===== config.mk =====
export PLATFORM = sky130hd
export DESIGN_NAME = mmu_ctrl_regs
export DESIGN_NICKNAME = d
export VERILOG_FILES = /design/src/rtl/mmu_cp_pkg.sv /design/src/rtl/mmu_reg_bank.sv /design/src/rtl/mmu_maint_decode.sv /design/src/rtl/mmu_rd_mux.sv /design/src/rtl/mmu_ctrl_regs.sv
export SDC_FILE = /design/constraint.sdc
export NUM_CORES = 1
export LEC_CHECK = 0
export ABC_AREA = 0
export BUFFER_PORTS_ARGS = -buffer_cell sky130_fd_sc_hd__buf_2
export CAP_MARGIN = 25
export CORE_MARGIN = 4
export CORE_UTILIZATION = 25
export CTS_BUF_LIST = sky130_fd_sc_hd__clkbuf_4
export DETAILED_ROUTE_END_ITERATION = 10
export PLACE_DENSITY_LB_ADDON = 0.2
export SYNTH_ARGS = -nofsm -noshare
export SYNTH_HDL_FRONTEND = slang
export SYNTH_SLANG_ARGS = --single-unit
export TNS_END_PERCENT = 100

===== constraint.sdc =====
create_clock -name clk -period 2 [get_ports clk]
set_input_delay 0.3 -clock clk [delete_from_list [all_inputs] [get_ports clk]]
set_output_delay 0.3 -clock clk [all_outputs]
set_load 0.01 [all_outputs]

===== src/rtl/mmu_cp_pkg.sv =====
// Package: constants, register numbers, storage slots and command bit indices
// for the MMU coprocessor control register file.
// Assumes 32-bit coprocessor data and 4-bit register numbers.
package mmu_cp_pkg;

    localparam int DATA_W = 32;
    localparam int REG_W  = 4;
    localparam int OPC_W  = 3;
    localparam int CRM_W  = 4;

    // Register numbers that the core decodes
    localparam logic [REG_W-1:0] RN_ID    = 4'd0;
    localparam logic [REG_W-1:0] RN_CTRL  = 4'd1;
    localparam logic [REG_W-1:0] RN_TTB   = 4'd2;
    localparam logic [REG_W-1:0] RN_DOM   = 4'd3;
    localparam logic [REG_W-1:0] RN_FSTAT = 4'd5;
    localparam logic [REG_W-1:0] RN_FADDR = 4'd6;
    localparam logic [REG_W-1:0] RN_CACHE = 4'd7;
    localparam logic [REG_W-1:0] RN_TLB   = 4'd8;
    localparam logic [REG_W-1:0] RN_PID   = 4'd13;
    localparam logic [REG_W-1:0] RN_CPACC = 4'd15;

    localparam logic [DATA_W-1:0] CACHE_TYPE_VAL = 32'h0B1A_A1AA;

    // Storage slots
    localparam int NSLOT   = 8;
    localparam int SLOT_W  = $clog2(NSLOT);
    localparam int SL_CTRL = 0;
    localparam int SL_AUX  = 1;
    localparam int SL_TTB  = 2;
    localparam int SL_DOM  = 3;
    localparam int SL_FST  = 4;
    localparam int SL_FAD  = 5;
    localparam int SL_PID  = 6;
    localparam int SL_CPA  = 7;

    // Command pulse bit indices
    localparam int CMD_W      = 10;
    localparam int C_IC_ALL   = 0;
    localparam int C_IC_LINE  = 1;
    localparam int C_DC_ALL   = 2;
    localparam int C_DC_LINE  = 3;
    localparam int C_DC_CLEAN = 4;
    localparam int C_WB_DRAIN = 5;
    localparam int C_ITLB_ALL = 6;
    localparam int C_ITLB_ENT = 7;
    localparam int C_DTLB_ALL = 8;
    localparam int C_DTLB_ENT = 9;

    localparam logic [CMD_W-1:0] LINE_CMDS =
        (CMD_W'(1) << C_IC_LINE) | (CMD_W'(1) << C_DC_LINE) |
        (CMD_W'(1) << C_DC_CLEAN) | (CMD_W'(1) << C_ITLB_ENT) |
        (CMD_W'(1) << C_DTLB_ENT);

    // Architected bits kept by each slot
    function automatic logic [DATA_W-1:0] slot_mask(input int s);
        case (s)
            SL_CTRL: slot_mask = 32'h0000_3FFF;
            SL_AUX:  slot_mask = 32'h0000_0033;
            SL_TTB:  slot_mask = 32'hFFFF_C000;
            SL_FST:  slot_mask = 32'h0000_06FF;
            SL_PID:  slot_mask = 32'hFE00_0000;
            SL_CPA:  slot_mask = 32'h0000_03FF;
            default: slot_mask = 32'hFFFF_FFFF;
        endcase
    endfunction

    // Reset value of each slot
    function automatic logic [DATA_W-1:0] slot_reset(input int s);
        case (s)
            SL_TTB, SL_DOM: slot_reset = 32'hDEAD_C0DE;
            default:        slot_reset = '0;
        endcase
    endfunction

endpackage


===== src/rtl/mmu_reg_bank.sv =====
// Module: mmu_reg_bank
// Maps a register number and opcode_2 to a storage slot and keeps one masked
// register per slot. Assumes writes are single-cycle strobes.
module mmu_reg_bank
    import mmu_cp_pkg::*;
(
    input  logic                           clk,
    input  logic                           rst_n,
    input  logic [REG_W-1:0]               reg_num,
    input  logic [OPC_W-1:0]               opc2,
    input  logic                           wr_en,
    input  logic [DATA_W-1:0]              wr_data,
    output logic [NSLOT-1:0][DATA_W-1:0]   slot_q
);

    logic              wr_hit;
    logic [SLOT_W-1:0] wr_slot;

    // Select the slot that a write lands in, if any
    always_comb begin
        wr_hit  = 1'b1;
        wr_slot = SLOT_W'(SL_CTRL);
        case (reg_num)
            RN_CTRL:  wr_slot = (opc2 != '0) ? SLOT_W'(SL_AUX) : SLOT_W'(SL_CTRL);
            RN_TTB:   wr_slot = SLOT_W'(SL_TTB);
            RN_DOM:   wr_slot = SLOT_W'(SL_DOM);
            RN_FSTAT: wr_slot = SLOT_W'(SL_FST);
            RN_FADDR: wr_slot = SLOT_W'(SL_FAD);
            RN_PID:   wr_slot = SLOT_W'(SL_PID);
            RN_CPACC: wr_slot = SLOT_W'(SL_CPA);
            default:  wr_hit  = 1'b0;
        endcase
    end

    for (genvar g = 0; g < NSLOT; g++) begin : g_slot
        // Hold one register, loading its masked bits on a matching write
        always_ff @(posedge clk) begin
            if (!rst_n)
                slot_q[g] <= slot_reset(g);
            else if (wr_en && wr_hit && (wr_slot == SLOT_W'(g)))
                slot_q[g] <= wr_data & slot_mask(g);
        end
    end

    AST_HOLD_WITHOUT_WRITE: assert property (@(posedge clk) disable iff (!rst_n)
        !(wr_en && wr_hit) |=> $stable(slot_q));

endmodule


===== src/rtl/mmu_maint_decode.sv =====
// Module: mmu_maint_decode
// Turns writes to the cache and TLB maintenance numbers into registered
// one-cycle command pulses, a line address and an illegal-combination flag.
// Assumes wr_en is a single-cycle strobe.
module mmu_maint_decode
    import mmu_cp_pkg::*;
(
    input  logic               clk,
    input  logic               rst_n,
    input  logic [REG_W-1:0]   reg_num,
    input  logic [OPC_W-1:0]   opc2,
    input  logic [CRM_W-1:0]   crm,
    input  logic               wr_en,
    input  logic [DATA_W-1:0]  wr_data,
    output logic [CMD_W-1:0]   cmd,
    output logic [DATA_W-1:0]  maint_addr,
    output logic               illegal_op
);

    logic [CMD_W-1:0] cmd_d;
    logic             ill_d;

    // Decode {opcode_2, CRm} for the two maintenance register numbers
    always_comb begin
        cmd_d = '0;
        ill_d = 1'b0;
        if (wr_en && reg_num == RN_CACHE) begin
            case ({opc2, crm})
                {3'd0, 4'h7}: begin
                    cmd_d[C_IC_ALL] = 1'b1;
                    cmd_d[C_DC_ALL] = 1'b1;
                end
                {3'd0, 4'h5}: cmd_d[C_IC_ALL]   = 1'b1;
                {3'd1, 4'h5}: cmd_d[C_IC_LINE]  = 1'b1;
                {3'd0, 4'h6}: cmd_d[C_DC_ALL]   = 1'b1;
                {3'd1, 4'h6}: cmd_d[C_DC_LINE]  = 1'b1;
                {3'd1, 4'hA}: cmd_d[C_DC_CLEAN] = 1'b1;
                {3'd4, 4'hA}: cmd_d[C_WB_DRAIN] = 1'b1;
                {3'd5, 4'h2}: cmd_d[C_DC_ALL]   = 1'b1;
                {3'd6, 4'h5}: cmd_d = '0;
                default:      ill_d = 1'b1;
            endcase
        end else if (wr_en && reg_num == RN_TLB) begin
            case ({opc2, crm})
                {3'd0, 4'h7}: begin
                    cmd_d[C_ITLB_ALL] = 1'b1;
                    cmd_d[C_DTLB_ALL] = 1'b1;
                end
                {3'd0, 4'h5}: cmd_d[C_ITLB_ALL] = 1'b1;
                {3'd1, 4'h5}: cmd_d[C_ITLB_ENT] = 1'b1;
                {3'd0, 4'h6}: cmd_d[C_DTLB_ALL] = 1'b1;
                {3'd1, 4'h6}: cmd_d[C_DTLB_ENT] = 1'b1;
                default:      ill_d = 1'b1;
            endcase
        end
    end

    // Register the pulses so they last exactly one cycle
    always_ff @(posedge clk) begin
        if (!rst_n) begin
            cmd        <= '0;
            illegal_op <= 1'b0;
        end else begin
            cmd        <= cmd_d;
            illegal_op <= ill_d;
        end
    end

    // Capture the address alongside any per-line or per-entry command
    always_ff @(posedge clk) begin
        if (!rst_n)
            maint_addr <= '0;
        else if ((cmd_d & LINE_CMDS) != '0)
            maint_addr <= wr_data;
    end

    AST_PULSE_FOLLOWS_WRITE: assert property (@(posedge clk) disable iff (!rst_n)
        (cmd != '0 || illegal_op) |-> $past(wr_en));
    AST_PULSE_CLEARS: assert property (@(posedge clk) disable iff (!rst_n)
        (cmd != '0 && !wr_en) |=> (cmd == '0 && !illegal_op));
    AST_LINE_ADDR: assert property (@(posedge clk) disable iff (!rst_n)
        ((cmd & LINE_CMDS) != '0) |-> maint_addr == $past(wr_data));
    AST_ILLEGAL_SOURCE: assert property (@(posedge clk) disable iff (!rst_n)
        illegal_op |-> ($past(reg_num) == RN_CACHE || $past(reg_num) == RN_TLB));
    AST_CMD_COUNT: assert property (@(posedge clk) disable iff (!rst_n)
        $countones(cmd) <= 2);

endmodule


===== src/rtl/mmu_rd_mux.sv =====
// Module: mmu_rd_mux
// Selects read data by register number and opcode_2 and registers it on a
// read strobe. Assumes slot contents come from mmu_reg_bank.
module mmu_rd_mux
    import mmu_cp_pkg::*;
(
    input  logic                           clk,
    input  logic                           rst_n,
    input  logic [REG_W-1:0]               reg_num,
    input  logic [OPC_W-1:0]               opc2,
    input  logic                           rd_en,
    input  logic [DATA_W-1:0]              core_id,
    input  logic [NSLOT-1:0][DATA_W-1:0]   slot_q,
    output logic [DATA_W-1:0]              rd_data
);

    logic [DATA_W-1:0] rd_d;
    logic              rd_known;

    // Pick the source of a read; unknown and write-only numbers give zero
    always_comb begin
        rd_known = 1'b1;
        rd_d     = '0;
        case (reg_num)
            RN_ID:    rd_d = (opc2 != '0) ? CACHE_TYPE_VAL : core_id;
            RN_CTRL:  rd_d = (opc2 != '0) ? slot_q[SL_AUX] : slot_q[SL_CTRL];
            RN_TTB:   rd_d = slot_q[SL_TTB];
            RN_DOM:   rd_d = slot_q[SL_DOM];
            RN_FSTAT: rd_d = slot_q[SL_FST];
            RN_FADDR: rd_d = slot_q[SL_FAD];
            RN_PID:   rd_d = slot_q[SL_PID];
            RN_CPACC: rd_d = slot_q[SL_CPA];
            default:  rd_known = 1'b0;
        endcase
    end

    // Register read data on a strobe and hold it otherwise
    always_ff @(posedge clk) begin
        if (!rst_n)
            rd_data <= '0;
        else if (rd_en)
            rd_data <= rd_d;
    end

    AST_UNKNOWN_READ_ZERO: assert property (@(posedge clk) disable iff (!rst_n)
        (rd_en && !rd_known) |=> rd_data == '0);
    AST_RD_HOLD: assert property (@(posedge clk) disable iff (!rst_n)
        !rd_en |=> $stable(rd_data));

endmodule


===== src/rtl/mmu_ctrl_regs.sv =====
// Module: mmu_ctrl_regs (top)
// MMU coprocessor control register file: masked register storage, read
// selection, maintenance command decode and control-bit outputs.
// Assumes one access per cycle driven by the core's coprocessor interface.
module mmu_ctrl_regs
    import mmu_cp_pkg::*;
(
    input  logic               clk,
    input  logic               rst_n,
    input  logic [REG_W-1:0]   reg_num,
    input  logic [OPC_W-1:0]   opc2,
    input  logic [CRM_W-1:0]   crm,
    input  logic               wr_en,
    input  logic [DATA_W-1:0]  wr_data,
    input  logic               rd_en,
    input  logic [DATA_W-1:0]  core_id,
    output logic [DATA_W-1:0]  rd_data,
    output logic               mmu_en,
    output logic               align_en,
    output logic               dcache_en,
    output logic               ic_inv_all,
    output logic               ic_inv_line,
    output logic               dc_inv_all,
    output logic               dc_inv_line,
    output logic               dc_clean_line,
    output logic               wb_drain,
    output logic               itlb_inv_all,
    output logic               itlb_inv_entry,
    output logic               dtlb_inv_all,
    output logic               dtlb_inv_entry,
    output logic [DATA_W-1:0]  maint_addr,
    output logic               illegal_op
);

    logic [NSLOT-1:0][DATA_W-1:0] slot_q;
    logic [CMD_W-1:0]             cmd;

    mmu_reg_bank u_bank (
        .clk     (clk),
        .rst_n   (rst_n),
        .reg_num (reg_num),
        .opc2    (opc2),
        .wr_en   (wr_en),
        .wr_data (wr_data),
        .slot_q  (slot_q)
    );

    mmu_rd_mux u_rd (
        .clk     (clk),
        .rst_n   (rst_n),
        .reg_num (reg_num),
        .opc2    (opc2),
        .rd_en   (rd_en),
        .core_id (core_id),
        .slot_q  (slot_q),
        .rd_data (rd_data)
    );

    mmu_maint_decode u_maint (
        .clk        (clk),
        .rst_n      (rst_n),
        .reg_num    (reg_num),
        .opc2       (opc2),
        .crm        (crm),
        .wr_en      (wr_en),
        .wr_data    (wr_data),
        .cmd        (cmd),
        .maint_addr (maint_addr),
        .illegal_op (illegal_op)
    );

    // Drive the control-bit outputs from the main control register
    always_comb begin
        mmu_en    = slot_q[SL_CTRL][0];
        align_en  = slot_q[SL_CTRL][1];
        dcache_en = slot_q[SL_CTRL][2];
    end

    // Fan the command vector out to named pulses
    always_comb begin
        ic_inv_all     = cmd[C_IC_ALL];
        ic_inv_line    = cmd[C_IC_LINE];
        dc_inv_all     = cmd[C_DC_ALL];
        dc_inv_line    = cmd[C_DC_LINE];
        dc_clean_line  = cmd[C_DC_CLEAN];
        wb_drain       = cmd[C_WB_DRAIN];
        itlb_inv_all   = cmd[C_ITLB_ALL];
        itlb_inv_entry = cmd[C_ITLB_ENT];
        dtlb_inv_all   = cmd[C_DTLB_ALL];
        dtlb_inv_entry = cmd[C_DTLB_ENT];
    end

    AST_CTRL_OUT_STABLE: assert property (@(posedge clk) disable iff (!rst_n)
        !(wr_en && reg_num == RN_CTRL) |=> $stable({mmu_en, align_en, dcache_en}));

endmodule


==> results.py <==
metrics = {
    "status": {
        "status": "finished clean",
    },
    "grt": {
        "use_met1": 0.243,
        "grt_overflow": 0,
        "grt_util_all_layers": 0.173,
        "grt_antenna_before_repair": 2,
        "grt_pass1_wl_um": 52400,
        "met3_usage": 0.0333,
        "grt_use_met2": 0.272,
        "grt_max_degree": 77,
        "grt_pass1_vias": 8580,
        "busiest_layer": "met2",
    },
    "die": {
        "row_count": 68,
        "start_util": 0.256,
        "die_area_sq_um": 38800,
        "fp.dieW_um": 197,
        "io_pins": 157,
        "core-area_sq_um": 34900,
        "die_h_um": 197,
    },
    "place": {
        "routabilityCongestion": 0.840,
        "port_buffers": 156,
        "post-dp-hpwl_um": 23900,
    },
    "synthesis": {
        "synth_nets": 1132,
        "synth.most_common_cell": "nand2_1",
        "avgSynthCellArea_sq_um": 8.48,
        "synth_largest_area_cell": "dfxtp_1",
        "seq_area_frac_synth": 0.455,
        "ys_types": 71,
        "netlist_area_sq_um": 8930,
        "synthArstFlopShare": 0,
        "ys_warn_count": 0,
        "netlist_instances": 1053,
        "synthFlopType": "dfxtp_1",
        "synth_common_cells": "nand2_1 (282), dfxtp_1 (203), a21oi_1 (83)",
        "synth-seq-cells": 203,
        "yosys-top-cells-area": "dfxtp_1 (46%), nand2_1 (12%), mux2i_1 (5.9%)",
        "synth_top_area_frac": 0.455,
        "synth_edf_count": 0,
    },
    "job": {
        "maxCapViolCount": 0,
    },
    "power": {
        "p_leak_nw": 4.82,
        "vdd_drop_max_v": 0.000358,
        "power_density_nw_per_um2": 759,
    },
    "timing": {
        "slew_violations": 0,
        "rsz0062_at_grt": "no",
        "setup_violations": 0,
        "timing.hold.ws_ns": 0.0903,
        "tightest_slew_ns": 0.496,
        "tns_ns": 0,
        "post-route-period-util": 0.846,
        "max-slew-margin-rel": 0.666,
        "clock-skew-final_ns": 0.0246,
        "hold_viol_final": 0,
        "clock.fmax_mhz": 591,
        "finalCriticalPeriod_ns": 1.69,
    },
    "clock_network": {
        "insertion_delay_ns": 0.71,
        "clockBufferDepth": 3,
        "clkSinkCount": 203,
        "clock-root-buffer": "clkbuf_4",
        "clk_pin_slew_ns": 0.06,
        "tritoncts": "done",
        "h-tree-depth": 2,
        "post-cts-setup-buffer-count": 0,
        "cts_buffers": 60,
    },
    "cells_and_area": {
        "drive_above_1_share": 0.267,
        "fillers": 3750,
        "seq_area_sq_um": 4060,
        "multi_input_area_sq_um": 4420,
        "syn_to_final_growth_pct": 33.9,
        "final_nets": 1395,
    },
    "setup_path": {
        "crit_arrival_ns": 2.25,
        "crit_type": "primary input to register",
        "worstPathCellList": "dlygate4sd3_1 > buf_2 > or3_4 > buf_12 > o21ai_0 > o211a_1 > a221oi_1",
        "critPathMaxFanout": 16,
        "cp_slowest_cell": "dlygate4sd3_1",
        "crit_path_end_kind": "register",
        "crit_path_start_kind": "primary input",
        "cp_slowest_stage_delay_ns": 0.54,
        "worstPathRequired_ns": 2.56,
    },
    "detailed_routing": {
        "wl_per_cell_um": 19.1,
        "vias_per_cell": 4.78,
        "vias": 8712,
        "drt_iter0_drc": 567,
        "drc_errors": 0,
        "routed_wl_um": 34800,
        "ant_nets": 0,
        "dr.pass1.iters": 5,
    },
    "worst_hold_path": {
        "hold_path.class": "primary input to register",
    },
}
[worst paths after layout]
| path | from | endpoint | slack (ns) | depth (start not counted) |
|---|---|---|---|---|
| setup / recovery | opc2[2] | u_rd.rd_data[5]$_SDFFE_PN0P_ | 0.31 | 7 |
| hold / removal | crm[2] | u_maint.cmd[9]$_SDFF_PN0_ | 0.09 | 4 |
| setup reg to reg | u_bank.slot_q[71]$_SDFFE_PN1P_ | u_rd.rd_data[4]$_SDFFE_PN0P_ | 0.62 | 4 |
| hold reg to reg | u_bank.slot_q[104]$_SDFFE_PN0P_ | u_bank.slot_q[104]$_SDFFE_PN0P_ | 0.45 | 2 |
[cell families (layout without fill, tap and decap cells)]
family                 after synthesis  in the layout  synth area share
buffers and inverters               90            402            0.0517
AND/OR/NAND/NOR                    445            445             0.234
flip-flops                         203            203             0.455
other                                0              1                 0
AO/OA/AOI/OAI                      245            245             0.179
XOR/XNOR                             2              2           0.00196
multiplexers                        68             68            0.0783
[what timing repair did]
item / in CTS / in global routing
hold buffers: 54 / 0
gates resized for setup: 0 / 0
endpoints found under the hold margin: 186 / 0
[cell type report]
cell class | instances | share of cell area
Timing Repair Buffer | 286 | 0.175
Tap cell | 455 | 0.0476
Inverter | 5 | 0.00157
Clock buffer | 91 | 0.0571
Antenna cell | 1 | 0.000209
Sequential cell | 203 | 0.340
Multi-Input combinational cell | 760 | 0.369
Clock inverter | 20 | 0.00900
[flip-flops by register name (all words and copies together), names as in the netlist]
signal and cells:
u_maint.illegal_op 1, u_bank.slot_q 128, u_maint.maint_addr 32, u_rd.rd_data 32, u_maint.cmd 10
[cell usage in the layout (no fill, tap or decap), types with 6 or more instances in the layout]
cell type      Yosys  final
a21oi_1           83     83
a221oi_1          11     11
a22o_1            19     19
a22oi_1           29     29
a32oi_1            9      9
and2_1             8      8
buf_12             3     16
buf_2             27    155
buf_4              3     61
clkbuf_4           0     91
clkinv_1           0     14
dfxtp_1          203    203
dlygate4sd3_1      0     54
mux2_2            15     15
mux2i_1           53     53
nand2_1          282    282
nand3_1           46     46
nand3b_1           8      8
nor2_1            32     30
nor2b_1           16     16
nor3b_1            8      8
o21a_1             7      7
o21ai_0           51     51
o22ai_1            6      6
[worst max-delay path: cells and delay by family]
kind / cells / cell delay, ns
buf+inv: 3 / 0.91
compound gates: 3 / 0.59
simple gates: 1 / 0.44
[power breakdown]
part           switching [mW]  total [mW]  internal, mW  leakage [nW]
clock                    1.90        4.10          2.20         0.474
sequential             0.0245        4.11          4.09          1.64
combinational           0.513       0.862         0.349          2.70
total                    2.44        9.07          6.64          4.82
[metrics by stage]
step	power (mW)	cell area, sq um	worst slack, ns	utilization	std cells
after floorplan	4.58	8930	0.257	-	1053
after global placement	4.98	10600	0.0538	0.304	1655
after detailed placement	4.99	10600	0.0407	0.304	1655
after CTS	9.26	12000	0.329	0.343	1820
after global routing	9.55	12000	0.294	0.343	1821
final	9.07	12000	0.308	0.343	1821
[routing by layer]
metal	part of all wire	vias to the layer above	wire length, um
met5	0	-	0
met2	0.45	273	15500
met3	0.058	52	2000
met4	0.017	0	600
li1	-	4264	-
met1	0.48	4123	16600
Note: power is estimated with default switching activity, not from simulation.
